### config.mk
export PLATFORM = sky130hd
export DESIGN_NAME = boc_rx_detect
export DESIGN_NICKNAME = d
export VERILOG_FILES = /design/src/rtl/boc_pkg.sv /design/src/rtl/boc_word_shifter.sv /design/src/rtl/boc_absence_timer.sv /design/src/rtl/boc_integrator.sv /design/src/rtl/boc_status.sv /design/src/rtl/boc_rx_detect.sv
export SDC_FILE = /design/constraint.sdc
export NUM_CORES = 1
export LEC_CHECK = 0
export CAP_MARGIN = 20
export CORE_MARGIN = 1.5
export CORE_UTILIZATION = 55
export DETAILED_ROUTE_END_ITERATION = 12
export PLACE_DENSITY = 0.74
export SYNTH_ARGS = -nofsm -noshare
export SYNTH_HDL_FRONTEND = slang
export SYNTH_SLANG_ARGS = --single-unit
### constraint.sdc
create_clock -name clk -period 1.48 [get_ports clk]
set_input_delay 0.296 -clock clk [delete_from_list [all_inputs] [get_ports clk]]
set_output_delay 0.296 -clock clk [all_outputs]
set_load 0.02 [all_outputs]
### src/rtl/boc_pkg.sv
`timescale 1ns/1ps
package boc_pkg;
  localparam int MSG_W  = 6;
  localparam int HDR_W  = 8;
  localparam int WORD_W = HDR_W + MSG_W + 2;
  typedef logic [MSG_W-1:0] boc_msg_t;
endpackage

### src/rtl/boc_word_shifter.sv
`timescale 1ns/1ps
module boc_word_shifter
  import boc_pkg::*;
(
  input  logic     clk,
  input  logic     rst_n,
  input  logic     step,
  input  logic     idle,
  input  logic     bit_in,
  output logic     match,
  output boc_msg_t msg_in
);
  // holds the WORD_W-1 previous bits; the incoming bit completes the window
  logic [WORD_W-2:0] hist_q, hist_d;
  logic [WORD_W-1:0] win;

  assign win    = {hist_q, bit_in};
  assign match  = (win[WORD_W-1 -: HDR_W] == {HDR_W{1'b1}}) && !win[MSG_W+1] && !win[0];
  assign msg_in = win[MSG_W:1];

  always_comb begin
    hist_d = hist_q;
    if (idle)      hist_d = '0;
    else if (step) hist_d = win[WORD_W-2:0];
  end

  always_ff @(posedge clk or negedge rst_n) begin
    if (!rst_n) hist_q <= '0;
    else        hist_q <= hist_d;
  end
endmodule

### src/rtl/boc_absence_timer.sv
`timescale 1ns/1ps
module boc_absence_timer
  import boc_pkg::*;
#(
  parameter int GAP_W       = 8,
  parameter int DISINT_BASE = 16
) (
  input  logic       clk,
  input  logic       rst_n,
  input  logic       step,
  input  logic       idle,
  input  logic       match,
  input  logic [1:0] sel,
  output logic       seq_ok,
  output logic       absent_evt
);
  localparam logic [GAP_W-1:0] GAP_SAT  = {GAP_W{1'b1}};
  localparam logic [GAP_W-1:0] GAP_SEQ  = GAP_W'(WORD_W - 1);
  localparam logic [GAP_W-1:0] GAP_BASE = GAP_W'(DISINT_BASE);

  logic [GAP_W-1:0] gap_q, gap_d, gap_inc, limit;

  assign limit      = GAP_BASE << sel;
  assign gap_inc    = (gap_q == GAP_SAT) ? gap_q : gap_q + GAP_W'(1);
  // previous code word ended exactly one word length before this bit
  assign seq_ok     = (gap_q == GAP_SEQ);
  assign absent_evt = step && !match && (gap_inc == limit);

  always_comb begin
    gap_d = gap_q;
    if (idle)      gap_d = '0;
    else if (step) gap_d = match ? '0 : gap_inc;
  end

  always_ff @(posedge clk or negedge rst_n) begin
    if (!rst_n) gap_q <= '0;
    else        gap_q <= gap_d;
  end
endmodule

### src/rtl/boc_integrator.sv
`timescale 1ns/1ps
module boc_integrator
  import boc_pkg::*;
#(
  parameter int CNT_W = 3
) (
  input  logic       clk,
  input  logic       rst_n,
  input  logic       step,
  input  logic       idle,
  input  logic       match,
  input  boc_msg_t   msg_in,
  input  logic       seq_ok,
  input  logic [1:0] sel,
  output logic       qual_evt
);
  localparam logic [CNT_W-1:0] CNT_MAX = {CNT_W{1'b1}};

  logic [CNT_W-1:0] cnt_q, cnt_d, cnt_new, target;
  boc_msg_t         cand_q, cand_d;
  logic             cont;

  assign target   = CNT_W'({sel, 1'b1});
  assign cont     = seq_ok && (cnt_q != '0) && (msg_in == cand_q);
  assign cnt_new  = !cont ? CNT_W'(1) : ((cnt_q == CNT_MAX) ? cnt_q : cnt_q + CNT_W'(1));
  assign qual_evt = step && match && (cnt_new == target) && (!cont || (cnt_q != target));

  always_comb begin
    cnt_d  = cnt_q;
    cand_d = cand_q;
    if (idle) begin
      cnt_d  = '0;
      cand_d = '0;
    end else if (step && match) begin
      cnt_d  = cnt_new;
      cand_d = msg_in;
    end
  end

  always_ff @(posedge clk or negedge rst_n) begin
    if (!rst_n) begin
      cnt_q  <= '0;
      cand_q <= '0;
    end else begin
      cnt_q  <= cnt_d;
      cand_q <= cand_d;
    end
  end
endmodule

### src/rtl/boc_status.sv
`timescale 1ns/1ps
module boc_status
  import boc_pkg::*;
(
  input  logic     clk,
  input  logic     rst_n,
  input  logic     qual_evt,
  input  boc_msg_t qual_msg,
  input  logic     absent_evt,
  input  logic     det_clr,
  input  logic     clr_clr,
  input  logic     det_irq_en,
  input  logic     clr_irq_en,
  output boc_msg_t msg,
  output logic     det_flag,
  output logic     clr_flag,
  output logic     irq_n
);
  boc_msg_t msg_q, msg_d;
  logic     act_q, act_d, det_q, det_d, clr_q, clr_d;
  logic     det_set, clr_set;

  assign det_set = qual_evt && ((qual_msg != msg_q) || !act_q);
  assign clr_set = absent_evt && act_q;

  always_comb begin
    msg_d = msg_q;
    act_d = act_q;
    if (qual_evt) begin
      msg_d = qual_msg;
      act_d = 1'b1;
    end else if (clr_set) begin
      act_d = 1'b0;
    end
    det_d = det_set | (det_q & ~det_clr);
    clr_d = clr_set | (clr_q & ~clr_clr);
  end

  always_ff @(posedge clk or negedge rst_n) begin
    if (!rst_n) begin
      msg_q <= '0;
      act_q <= 1'b0;
      det_q <= 1'b0;
      clr_q <= 1'b0;
    end else begin
      msg_q <= msg_d;
      act_q <= act_d;
      det_q <= det_d;
      clr_q <= clr_d;
    end
  end

  assign msg      = msg_q;
  assign det_flag = det_q;
  assign clr_flag = clr_q;
  assign irq_n    = ~((det_q & det_irq_en) | (clr_q & clr_irq_en));
endmodule

### src/rtl/boc_rx_detect.sv
`timescale 1ns/1ps
module boc_rx_detect
  import boc_pkg::*;
#(
  parameter int CNT_W       = 3,
  parameter int GAP_W       = 8,
  parameter int DISINT_BASE = 16
) (
  input  logic             clk,
  input  logic             rst_n,
  input  logic             dl_bit,
  input  logic             dl_valid,
  input  logic             esf_mode,
  input  logic [1:0]       integ_sel,
  input  logic [1:0]       disint_sel,
  input  logic             det_clr,
  input  logic             clr_clr,
  input  logic             det_irq_en,
  input  logic             clr_irq_en,
  output logic [MSG_W-1:0] msg,
  output logic             det_flag,
  output logic             clr_flag,
  output logic             irq_n
);
  logic [1:0] rst_pipe;
  logic       core_rst_n;
  logic       step, idle, match, seq_ok, absent_evt, qual_evt;
  boc_msg_t   msg_in;

  // asynchronous assertion, synchronous release
  always_ff @(posedge clk or negedge rst_n) begin
    if (!rst_n) rst_pipe <= 2'b00;
    else        rst_pipe <= {rst_pipe[0], 1'b1};
  end
  assign core_rst_n = rst_pipe[1];

  assign idle = !esf_mode;
  assign step = dl_valid && esf_mode;

  boc_word_shifter u_shift (
    .clk(clk), .rst_n(core_rst_n), .step(step), .idle(idle),
    .bit_in(dl_bit), .match(match), .msg_in(msg_in)
  );

  boc_absence_timer #(.GAP_W(GAP_W), .DISINT_BASE(DISINT_BASE)) u_absent (
    .clk(clk), .rst_n(core_rst_n), .step(step), .idle(idle), .match(match),
    .sel(disint_sel), .seq_ok(seq_ok), .absent_evt(absent_evt)
  );

  boc_integrator #(.CNT_W(CNT_W)) u_integ (
    .clk(clk), .rst_n(core_rst_n), .step(step), .idle(idle), .match(match),
    .msg_in(msg_in), .seq_ok(seq_ok), .sel(integ_sel), .qual_evt(qual_evt)
  );

  boc_status u_stat (
    .clk(clk), .rst_n(core_rst_n), .qual_evt(qual_evt), .qual_msg(msg_in),
    .absent_evt(absent_evt), .det_clr(det_clr), .clr_clr(clr_clr),
    .det_irq_en(det_irq_en), .clr_irq_en(clr_irq_en),
    .msg(msg), .det_flag(det_flag), .clr_flag(clr_flag), .irq_n(irq_n)
  );
endmodule

* Word level (Yosys, flattened, before mapping)
Cells that the tools add are included.
Word-level totals: bits of input ports 13, bits in registers 43, output and inout bits 9, logic and storage cells 68
Cells by class: mux-type cells 14, eq/ne operators 11, shift-type cells 1, bitwise gates (word level) 10, add/sub/neg operators 2, reduce and logical (&&, ||, !) cells 21
Operator list (count):
- $mux W8 | 4
- $mux W15 | 2
- $eq A8 B8 Y1 const B | 2
- $logic_and A1 B1 Y1 | 12
- $mux W3 | 4
- $mux W6 | 2
- $add A8 B1 Y8 const B | 1
- $eq A8 B4 Y1 const B | 1
- $eq A8 B8 Y1 | 1
- $shl A5 B2 Y8 const A | 1
- $eq A6 B6 Y1 | 1
- $ne A6 B6 Y1 | 1
- $logic_not A1 Y1 | 5
- $and A1 B1 Y1 | 4
- $ne A2 B1 Y1 const B | 2
- $add A3 B1 Y3 const B | 1
- $eq A3 B3 Y1 | 1
- $eq A3 B3 Y1 const B | 1
- $ne A3 B3 Y1 | 1
- $not A1 Y1 | 3
- $or A1 B1 Y1 | 3
- $reduce_bool A3 Y1 | 1
- $logic_or A1 B1 Y1 | 2
- $mux W1 | 2
- $reduce_bool A2 Y1 | 1

* Depth between registers and ports, before layout
Gate-level depths: netlist of the first run.
word-level depth 9, mapped depth 8

* Cells and area by module
A second synthesis of the first run with hierarchy kept.
Unflattened totals: cell total of the unflattened synthesis 254, area total of the unflattened synthesis 2492.4 um^2
Modules (own cells, without submodules):
- boc_absence_timer | instances 1, area each 744.5 um^2, cells an instance 91
- boc_word_shifter | instances 1, area each 685.7 um^2, cells an instance 57
- boc_integrator | instances 1, area each 586.8 um^2, cells an instance 68
- boc_status | instances 1, area each 411.6 um^2, cells an instance 33
- boc_rx_detect | instances 1, area each 63.8 um^2, cells an instance 5

* Least setup slack after synthesis of the first run
OpenSTA, ideal clock, no wires.
kind register -> register, from register u_absent.gap_q[1], to register u_stat.msg_q[0] (netlist: u_stat.msg[0]), arrival time 2.085 ns, slack -0.732 ns, buffers on the path 0, data required time 1.352 ns, period minus slack after synthesis 2.212 ns, cell stages (with the launch flop) 8, setup time 0.128 ns, cells stage by stage dfrtp_1 > ha_1 > and3_2 > nand4_1 > nor3_2 > a21oi_1 > o211ai_2 > mux2_1
On the way: word-level cells in the longest chain between the ends 7
RTL lines:
- start: declaration | RTL line boc_absence_timer.sv:21 | logic [GAP_W-1:0] gap_q, gap_d, gap_inc, limit;
- start signal: assignment | RTL line boc_absence_timer.sv:37 | else gap_q <= gap_d;
- $eq A8 B4 Y1 * | RTL line boc_absence_timer.sv:26 | assign seq_ok = (gap_q == GAP_SEQ);
- $logic_and A1 B1 Y1 * (2 in a row) | RTL line boc_integrator.sv:24 | assign cont = seq_ok && (cnt_q != '0) && (msg_in == cand_q);
- $mux W3 | RTL line boc_integrator.sv:25 | assign cnt_new = !cont ? CNT_W'(1) : ((cnt_q == CNT_MAX) ? cnt_q : cnt_q + CNT_W'(1));
- $eq A3 B3 Y1 | RTL line boc_integrator.sv:26 | assign qual_evt = step && match && (cnt_new == target) && (!cont || (cnt_q != target));
- $logic_and A1 B1 Y1 | RTL line boc_integrator.sv:26
- $logic_and A1 B1 Y1 * | RTL line boc_integrator.sv:26
- end signal: assignment | RTL line boc_status.sv:46 | msg_q <= msg_d;
- end: declaration | RTL line boc_status.sv:19 | boc_msg_t msg_q, msg_d;
Every way passes the cells marked *; elsewhere a longest branch is shown, timed or not. A chain may end at the register's enable or synchronous reset.

* Final worst setup path of the first run
from register u_absent.gap_q[0], to register u_stat.clr_q (netlist: u_stat.clr_flag)
On the way: word-level cells in the longest chain between the ends 6
RTL lines:
- $add A8 B1 Y8 or $eq A8 B8 Y1 (tied branches) | RTL line boc_absence_timer.sv:24 | assign gap_inc = (gap_q == GAP_SAT) ? gap_q : gap_q + GAP_W'(1);
- $mux W8 * | RTL line boc_absence_timer.sv:24
- $eq A8 B8 Y1 * | RTL line boc_absence_timer.sv:27 | assign absent_evt = step && !match && (gap_inc == limit);
- $logic_and A1 B1 Y1 * | RTL line boc_absence_timer.sv:27
- $logic_and A1 B1 Y1 * | RTL line boc_status.sv:24 | assign clr_set = absent_evt && act_q;
- $or A1 B1 Y1 * | RTL line boc_status.sv:36 | clr_d = clr_set | (clr_q & ~clr_clr);
- named net u_stat.clr_d | RTL line boc_status.sv:20 | logic act_q, act_d, det_q, det_d, clr_q, clr_d;
- end signal: assignment | RTL line boc_status.sv:49 | clr_q <= clr_d;
- end: declaration | RTL line boc_status.sv:20
Mark *: on every way through the listed nets, which the timed path passes. The rest lies on a longest branch.

==> results of run 1 <==
## stage by stage
step / hold WS, ns / total power [uW] / cell area [um2] / TNS [ns]
final: 0.144 / 2210 / 3480 / -8.60
after global routing: 0.145 / 2300 / 3480 / -10.96
after CTS: 0.140 / 2220 / 3370 / -7.51
after detailed placement: 0.184 / 1460 / 3090 / -14.62
after global placement: 0.177 / 1460 / 3090 / -13.76
after floorplan: 0.000409 / 1350 / 2420 / -5.54
## worst max-delay path, cell delays in order, from the launching register on
cell,delay (ns)
dfrtp_1,0.40
buf_4,0.17
nand4_1,0.22
nor4_2,0.44
nor4_2,0.11
nor4_1,0.37
buf_4,0.19
nor4_4,0.04
a22o_1,0.20
## power by group through the flow
stage,Clock (uW),Sequential [uW],Combinational (uW)
after floorplan,0,1250,102
after global placement,0,1240,220
after detailed placement,0,1240,226
after CTS,763,1210,242
after global routing,810,1220,270
final,747,1220,250
## how the worst min path moves through the flow
stage,to,slack (ns),depth (start not counted)
detailed placement,u_stat.msg[4],0.18,0
global placement,u_stat.msg[4],0.18,0
CTS,rst_pipe[1],0.14,1
global route,rst_pipe[0],0.14,1
finish,rst_pipe[0],0.14,1
floorplan,rst_pipe[0],0.0004,0
## repair_timing
action,4_1_cts,5_1_grt
setup endpoints to repair,35,29
buffers inserted,9,5
gates resized for setup,54,20
gates cloned,1,0
pin swaps,19,7
## cell usage after synthesis, drive strengths merged (3+ instances only)
cell type | n | area [um2]
a21oi | 5 | 25.0
a31oi | 4 | 25.0
a32o | 3 | 30.0
buf | 5 | 23.8
clkbuf | 7 | 26.3
dfrtp | 43 | 1080
ha | 3 | 37.5
inv | 8 | 30.0
mux2 | 6 | 67.6
mux2i | 16 | 160
nand2 | 25 | 93.8
nand3 | 7 | 40.0
nand4 | 7 | 43.8
nor2 | 5 | 18.8
nor2b | 19 | 119
nor4 | 9 | 62.6
o21ai | 14 | 70.1
xnor2 | 13 | 114
xor2 | 4 | 35.0
## logic make-up (layout without fill, tap and decap cells)
family | count (synthesis) | in the layout
xor gates and xnor gates | 17 | 17
adders and majority gates | 3 | 3
and+or+nand+nor | 83 | 83
DFF | 43 | 43
buffers and inverters | 20 | 108
muxes | 22 | 22
other | 1 | 1
AOI/OAI and AO/OA | 45 | 45
## registers in the layout, summed over array words and instances (netlist names)
name and flops:
u_shift.hist_q 15, u_absent.gap_q 8, u_integ.cand_q 6, u_stat.msg 6, u_integ.cnt_q 3, rst_pipe 2
u_stat.act_q 1, u_stat.clr_flag 1, u_stat.det_flag 1
## final cells by class
class,instances,area share
sequential,43,0.310
clock inverter,2,0.00360
clock buffer,6,0.0209
multi-input combinational,171,0.411
inverter,8,0.00864
timing repair buffer,92,0.227
tap,50,0.0180
## per-layer routing
| metal | vias to the layer above | global-route usage | wire length (um) |
|---|---|---|---|
| met5 | - | 0 | 0 |
| met4 | 0 | 0.0875 | 211 |
| met3 | 26 | 0.0666 | 310 |
| met2 | 70 | 0.486 | 3320 |
| met1 | 1060 | 0.369 | 2760 |
| li1 | 1018 | - | - |
==> results by group, run 1 <==
STA
  – Slew Viols, Final: 0
  – Fin. Hold Viols: 0
  – Final WS setup: -0.753 ns
  – Final setup fails: 26
  – Max Fclk: 0.448 GHz
  – Post-layout minimum cycle time: 2.23 ns
  – Final Cycle Share: 1.51
  – Worst Skew: 0.00471 ns
  – RSZ-0062 raised after global routing: true

Run
  – Max Cap Violations: 0

Critical path
  – R2R cell count: 8
  – CP required: 1.68 ns
  – Critical Path End: u_stat.clr_flag
  – Worst R2R End: u_stat.clr_flag
  – Crit end category: flip-flop
  – Critical path class: flip-flop to flip-flop
  – R2r setup slk: -0.75 ns
  – Worst-path maximum fanout: 5
  – CP startpoint kind: flip-flop
  – Arrival time at the worst endpoint: 2.43 ns
  – Crit path launch: u_absent.gap_q[0]
  – Reg2reg start: u_absent.gap_q[0]

Synthesis
  – Post-synthesis instance total: 234
  – Yosys reg bits: 43
  – Main synth FF type: dfrtp_1
  – Post-Synth Adder-Cell Area: 0.0159
  – Number of flops mapped to enable cells by yosys: 0
  – Synth unique cells: 49
  – Synth Area in Simple Gates: 0.199
  – Sequential fraction of the synthesis area: 0.456
  – Synth Area in XOR/XNOR: 0.0631
  – Syn_nets: 250
  – Mux cell area share after synthesis: 0.0965
  – Syn_area_per_cell: 10.1 um2
  – Ys Warns: 0
  – Cell area after synthesis: 2360 um2
  – Largest family of logic cells by synthesized area: simple AND/OR/NAND/NOR gates
  – Post-synthesis compound-gate area fraction: 0.134
  – Ys async rst share: 1.00

Placed design
  – I/O Buffers: 21
  – Place WS: -0.726 ns
  – Inst Count DP: 351
  – Gpl congestion: 0.966
  – HPWL Detailed: 4090 um

Clock tree
  – Clock tree buffer depth: 2
  – # clock sinks: 43
  – Hold_buf cts: 0
  – H-tree levels: 2
  – Clk_lat worst skew: 0.31 ns
  – Number of buffers created by CTS: 5
  – CTS tree: yes
  – CTS root buf: clkbuf_8
  – Clock-pin slew of the registers on the worst-case setup and hold paths: 0.08 ns

Power
  – P per Cell Area: 637 nW/um2
  – Internal cell power: 1650 uW
  – VDD IR max: 0.000739 V
  – Clock share of power: 0.338
  – Sw Pwr: 567 uW
  – Leakage power: 0.00164 uW
  – Sw Share: 0.256
  – Seq pwr share: 0.549
  – Combinational fraction of design power: 0.113

Final layout
  – Area occupied by multi-input gates: 1430 um2
  – Commonest non-fill, non-tap cell in the layout: buf_4
  – Nets@finish: 337
  – Non-filler cells, final: 372
  – Layout area overhead: 47.3%
  – Fill count: 209
  – N_diodes: 0
  – Layout cells sized above 1: 0.376
  – Commonest cells after routing, fill and taps aside: buf_4 (60), dfrtp_1 (41), nand2_1 (20), nor2b_1 (18), mux2i_1 (16)
  – Register Area: 1080 um2
  – Fin util: 0.857

Floorplan
  – Chip height: 68.5 um
  – I/O pin cnt: 22
  – Total core area: 4060 um2
  – Area of the die: 4690 um2
  – Rows: 23
  – Starting Density: 0.582
  – Die width: 68.5 um

Worst hold path
  – Worst Hold Class: primary input to asynchronous set/reset pin

Routing
  – DR iter-0 viols: 202
  – Detailed-router iteration count before antenna repair: 4
  – Post-route DRC: 0
  – Routed wire length per instance: 17.8 um
  – DR vias: 2,174
  – Routed Antenna Nets: 0
  – Vias per cell: 5.84
  – Final wirelength: 6600 um

Global routing
  – Total track usage: 0.288
  – Largest net degree at the start of global routing: 33
  – Grt ovf: 0
  – Antenna violations before repair: 0
  – Vias in the first global route: 2,095
  – First-pass GRT wire length: 9830 um

Status
  – Violated checks: negative setup slack
  – Status: finished, violations left
Power figures use the tool's default switching activity.
==> run 2: changes to the inputs <==
CORE_UTILIZATION = 49   (was 55)
PLACE_DENSITY = 0.7   (was 0.74)
clock period = 2 ns   (was 1.48 ns; I/O delays follow)
==> results by group, run 2 (synthesis gave the netlist of run 1 again) <==
Status
  – Status: finished, violations left (unchanged)
  – Violated checks: negative setup slack (unchanged)

Critical path
  – Critical path class: flip-flop to flip-flop (unchanged)
  – CP required: 2.18 ns (was 1.68 ns)
  – Worst-path maximum fanout: 7 (was 5)
  – R2r setup slk: -0.21 ns (was -0.75 ns)
  – Crit end category: flip-flop (unchanged)
  – Arrival time at the worst endpoint: 2.39 ns (was 2.43 ns)
  – CP startpoint kind: flip-flop (unchanged)
  – Slowest cell on crit path: dfrtp_1 (was nor4_2)
  – CP peak stage delay: 0.40 ns (was 0.44 ns)
  – Crit-path cells: ha_4 > buf_6 > and3_4 > nand4_1 > nor3_4 > and4_1 > o211ai_4 > mux2_1 (was buf_4 > nand4_1 > nor4_2 > nor4_2 > nor4_1 > buf_4 > nor4_4 > a22o_1)

Clock tree
  – Clock tree buffer depth: 2 (unchanged)
  – H-tree levels: 2 (unchanged)
  – Number of buffers created by CTS: 5 (unchanged)
  – # clock sinks: 43 (unchanged)
  – CTS tree: yes (unchanged)
  – CTS root buf: clkbuf_8 (unchanged)
  – Clock-pin slew of the registers on the worst-case setup and hold paths: 0.08 ns (about the same)
  – Clk_lat worst skew: 0.29 ns (was 0.31 ns)

STA
  – Hold_ws: 0.219 ns (was 0.144 ns)
  – Final Cycle Share: 1.10 (was 1.51)
  – Fin. Hold Viols: 0 (unchanged)
  – Slew Viols, Final: 0 (unchanged)
  – Setup TNS: -1.53 ns (was -8.60 ns)
  – Worst Skew: 0.00240 ns (was 0.00471 ns)
  – Max Fclk: 0.453 GHz (was 0.448 GHz)
  – RSZ-0062 raised after global routing: true (unchanged)
  – Post-layout minimum cycle time: 2.21 ns (was 2.23 ns)
  – Final setup fails: 9 (was 26)
  – Final WS setup: -0.206 ns (was -0.753 ns)

Global routing
  – Largest net degree at the start of global routing: 27 (was 33)
  – Vias in the first global route: 2,056 (was 2,095)
  – Grt ovf: 0 (unchanged)
  – First-pass GRT wire length: 9440 um (was 9830 um)
  – Total track usage: 0.235 (was 0.288)
  – Antenna violations before repair: 0 (unchanged)

Power
  – P per Cell Area: 527 nW/um2 (was 637 nW/um2)
  – Sw Share: 0.222 (was 0.256)
  – Sw Pwr: 392 uW (was 567 uW)
  – Clock share of power: 0.393 (was 0.338)
  – Leakage power: 0.00149 uW (was 0.00164 uW)
  – Internal cell power: 1370 uW (was 1650 uW)
  – Seq pwr share: 0.507 (was 0.549)
  – Combinational fraction of design power: 0.100 (was 0.113)
  – VDD IR max: 0.000479 V (was 0.000739 V)

Floorplan
  – Starting Density: 0.503 (was 0.582)
  – Rows: 25 (was 23)
  – Total core area: 4690 um2 (was 4060 um2)
  – I/O pin cnt: 22 (unchanged)
  – Area of the die: 5240 um2 (was 4690 um2)
  – Chip height: 72.4 um (was 68.5 um)
  – Die width: 72.4 um (was 68.5 um)

Final layout
  – Largest registers: u_shift.hist_q x15, u_absent.gap_q x8 (unchanged)
  – Commonest non-fill, non-tap cell in the layout: buf_4 (unchanged)
  – Layout cells sized above 1: 0.308 (was 0.376)
  – Non-filler cells, final: 366 (was 372)
  – N_diodes: 0 (unchanged)
  – Nets@finish: 327 (was 337)
  – Fin area: 3350 um2 (was 3480 um2)
  – Largest Register: u_shift.hist_q (unchanged)
  – Layout area overhead: 42.0% (was 47.3%)
  – Commonest cells after routing, fill and taps aside: buf_4 (59), dfrtp_1 (42), nand2_1 (24), clkdlybuf4s50_1 (20), nor2b_1 (19) (was buf_4 (60), dfrtp_1 (41), nand2_1 (20), nor2b_1 (18), mux2i_1 (16))
  – Largest register FFs: 15 (unchanged)

Routing
  – Routed wire length per instance: 15.8 um (was 17.8 um)
  – DR vias: 2,041 (was 2,174)
  – Vias per cell: 5.58 (was 5.84)
  – Routed Antenna Nets: 0 (unchanged)
  – Post-route DRC: 0 (unchanged)
  – Detailed-router iteration count before antenna repair: 4 (unchanged)
  – DR iter-0 viols: 82 (was 202)
  – Final wirelength: 5770 um (was 6600 um)

Placed design
  – Placed Area: 3060 um2 (was 3090 um2)
  – Gpl congestion: 0.868 (was 0.966)
  – I/O Buffers: 21 (unchanged)
  – HPWL Detailed: 4020 um (was 4090 um)
  – Inst Count DP: 353 (was 351)
  – Place WS: -0.251 ns (was -0.726 ns)

Run
  – Max Cap Violations: 0 (unchanged)

Worst hold path
  – Worst Hold Class: flip-flop to asynchronous set/reset pin (was primary input to asynchronous set/reset pin)
run 2: cell count changes in the layout (fill, tap and decap cells not counted), sizes merged:
cell           delta
dlygate4sd2       -5
clkinvlp          -1
buf              -11
bufinv            +1
clkdlybuf4s15     -2
clkdlybuf4s50     +8
run 2: metal layers:
metal | wire (um) | track usage | up-vias | part of all wire
met4 | 99 | 0.0692 | 0 | 0.017
met2 | 3070 | 0.417 | 32 | 0.53
li1 | - | - | 993 | -
met5 | 0 | 0 | - | 0
met1 | 2440 | 0.289 | 1005 | 0.42
met3 | 159 | 0.0486 | 11 | 0.028
run 2: per-stage QoR:
| step | power, uW | util |
|---|---|---|
| floorplan | 999 | - |
| global placement | 1080 | 0.651 |
| detailed placement | 1080 | 0.651 |
| CTS | 1780 | 0.691 |
| global route | 1840 | 0.714 |
| finish | 1760 | 0.714 |
run 2: cell type report:
type	instances	area, um2
Clock buffer	6	82.6
Tap cell	54	67.6
Timing Repair Buffer	82	674
Inverter	8	30.0
Multi-Input combinational cell	171	1380
Sequential cell	43	1080
Fill cell	353	1340
Clock inverter	2	35.0
run 2: critical path: cells and delay by family (launching register included):
family	cells	cell delay, ns
AND/OR/NAND/NOR	4	0.91
adder cells (fa/ha/maj)	1	0.17
buffers and inverters	1	0.11
AO/OA/AOI/OAI	1	0.16
flip-flops	1	0.40
multiplexers	1	0.35
run 2: power groups by stage:
stage | clock network, uW | registers, uW | logic, uW
final | 693 | 895 | 176
after global routing | 751 | 896 | 191
after CTS | 709 | 895 | 172
after detailed placement | 0 | 912 | 167
after global placement | 0 | 911 | 165
after floorplan | 0 | 924 | 74.9
run 2: timing repair:
action / 4_1_cts / 5_1_grt
cloned: 0 / 0
endpoints found under the setup margin: 10 / 13
hold buffers: 0 / 0
setup buffers: 3 / 5
gates resized for setup: 15 / 16
pin swaps: 6 / 10
run 2: path summary, 6_finish.rpt:
kind | cells after the start | start | to
max | 8 | u_absent.gap_q[1] | u_stat.msg[0]
max reg2reg | 8 | u_absent.gap_q[1] | u_stat.msg[0]
max in group asynchronous | 1 | rst_pipe[1] | u_absent.gap_q[3]
min | 1 | rst_pipe[1] | u_stat.msg[0]
min in group clk | 0 | rst_pipe[0] | rst_pipe[1]
min reg2reg | 1 | rst_pipe[1] | u_stat.msg[0]
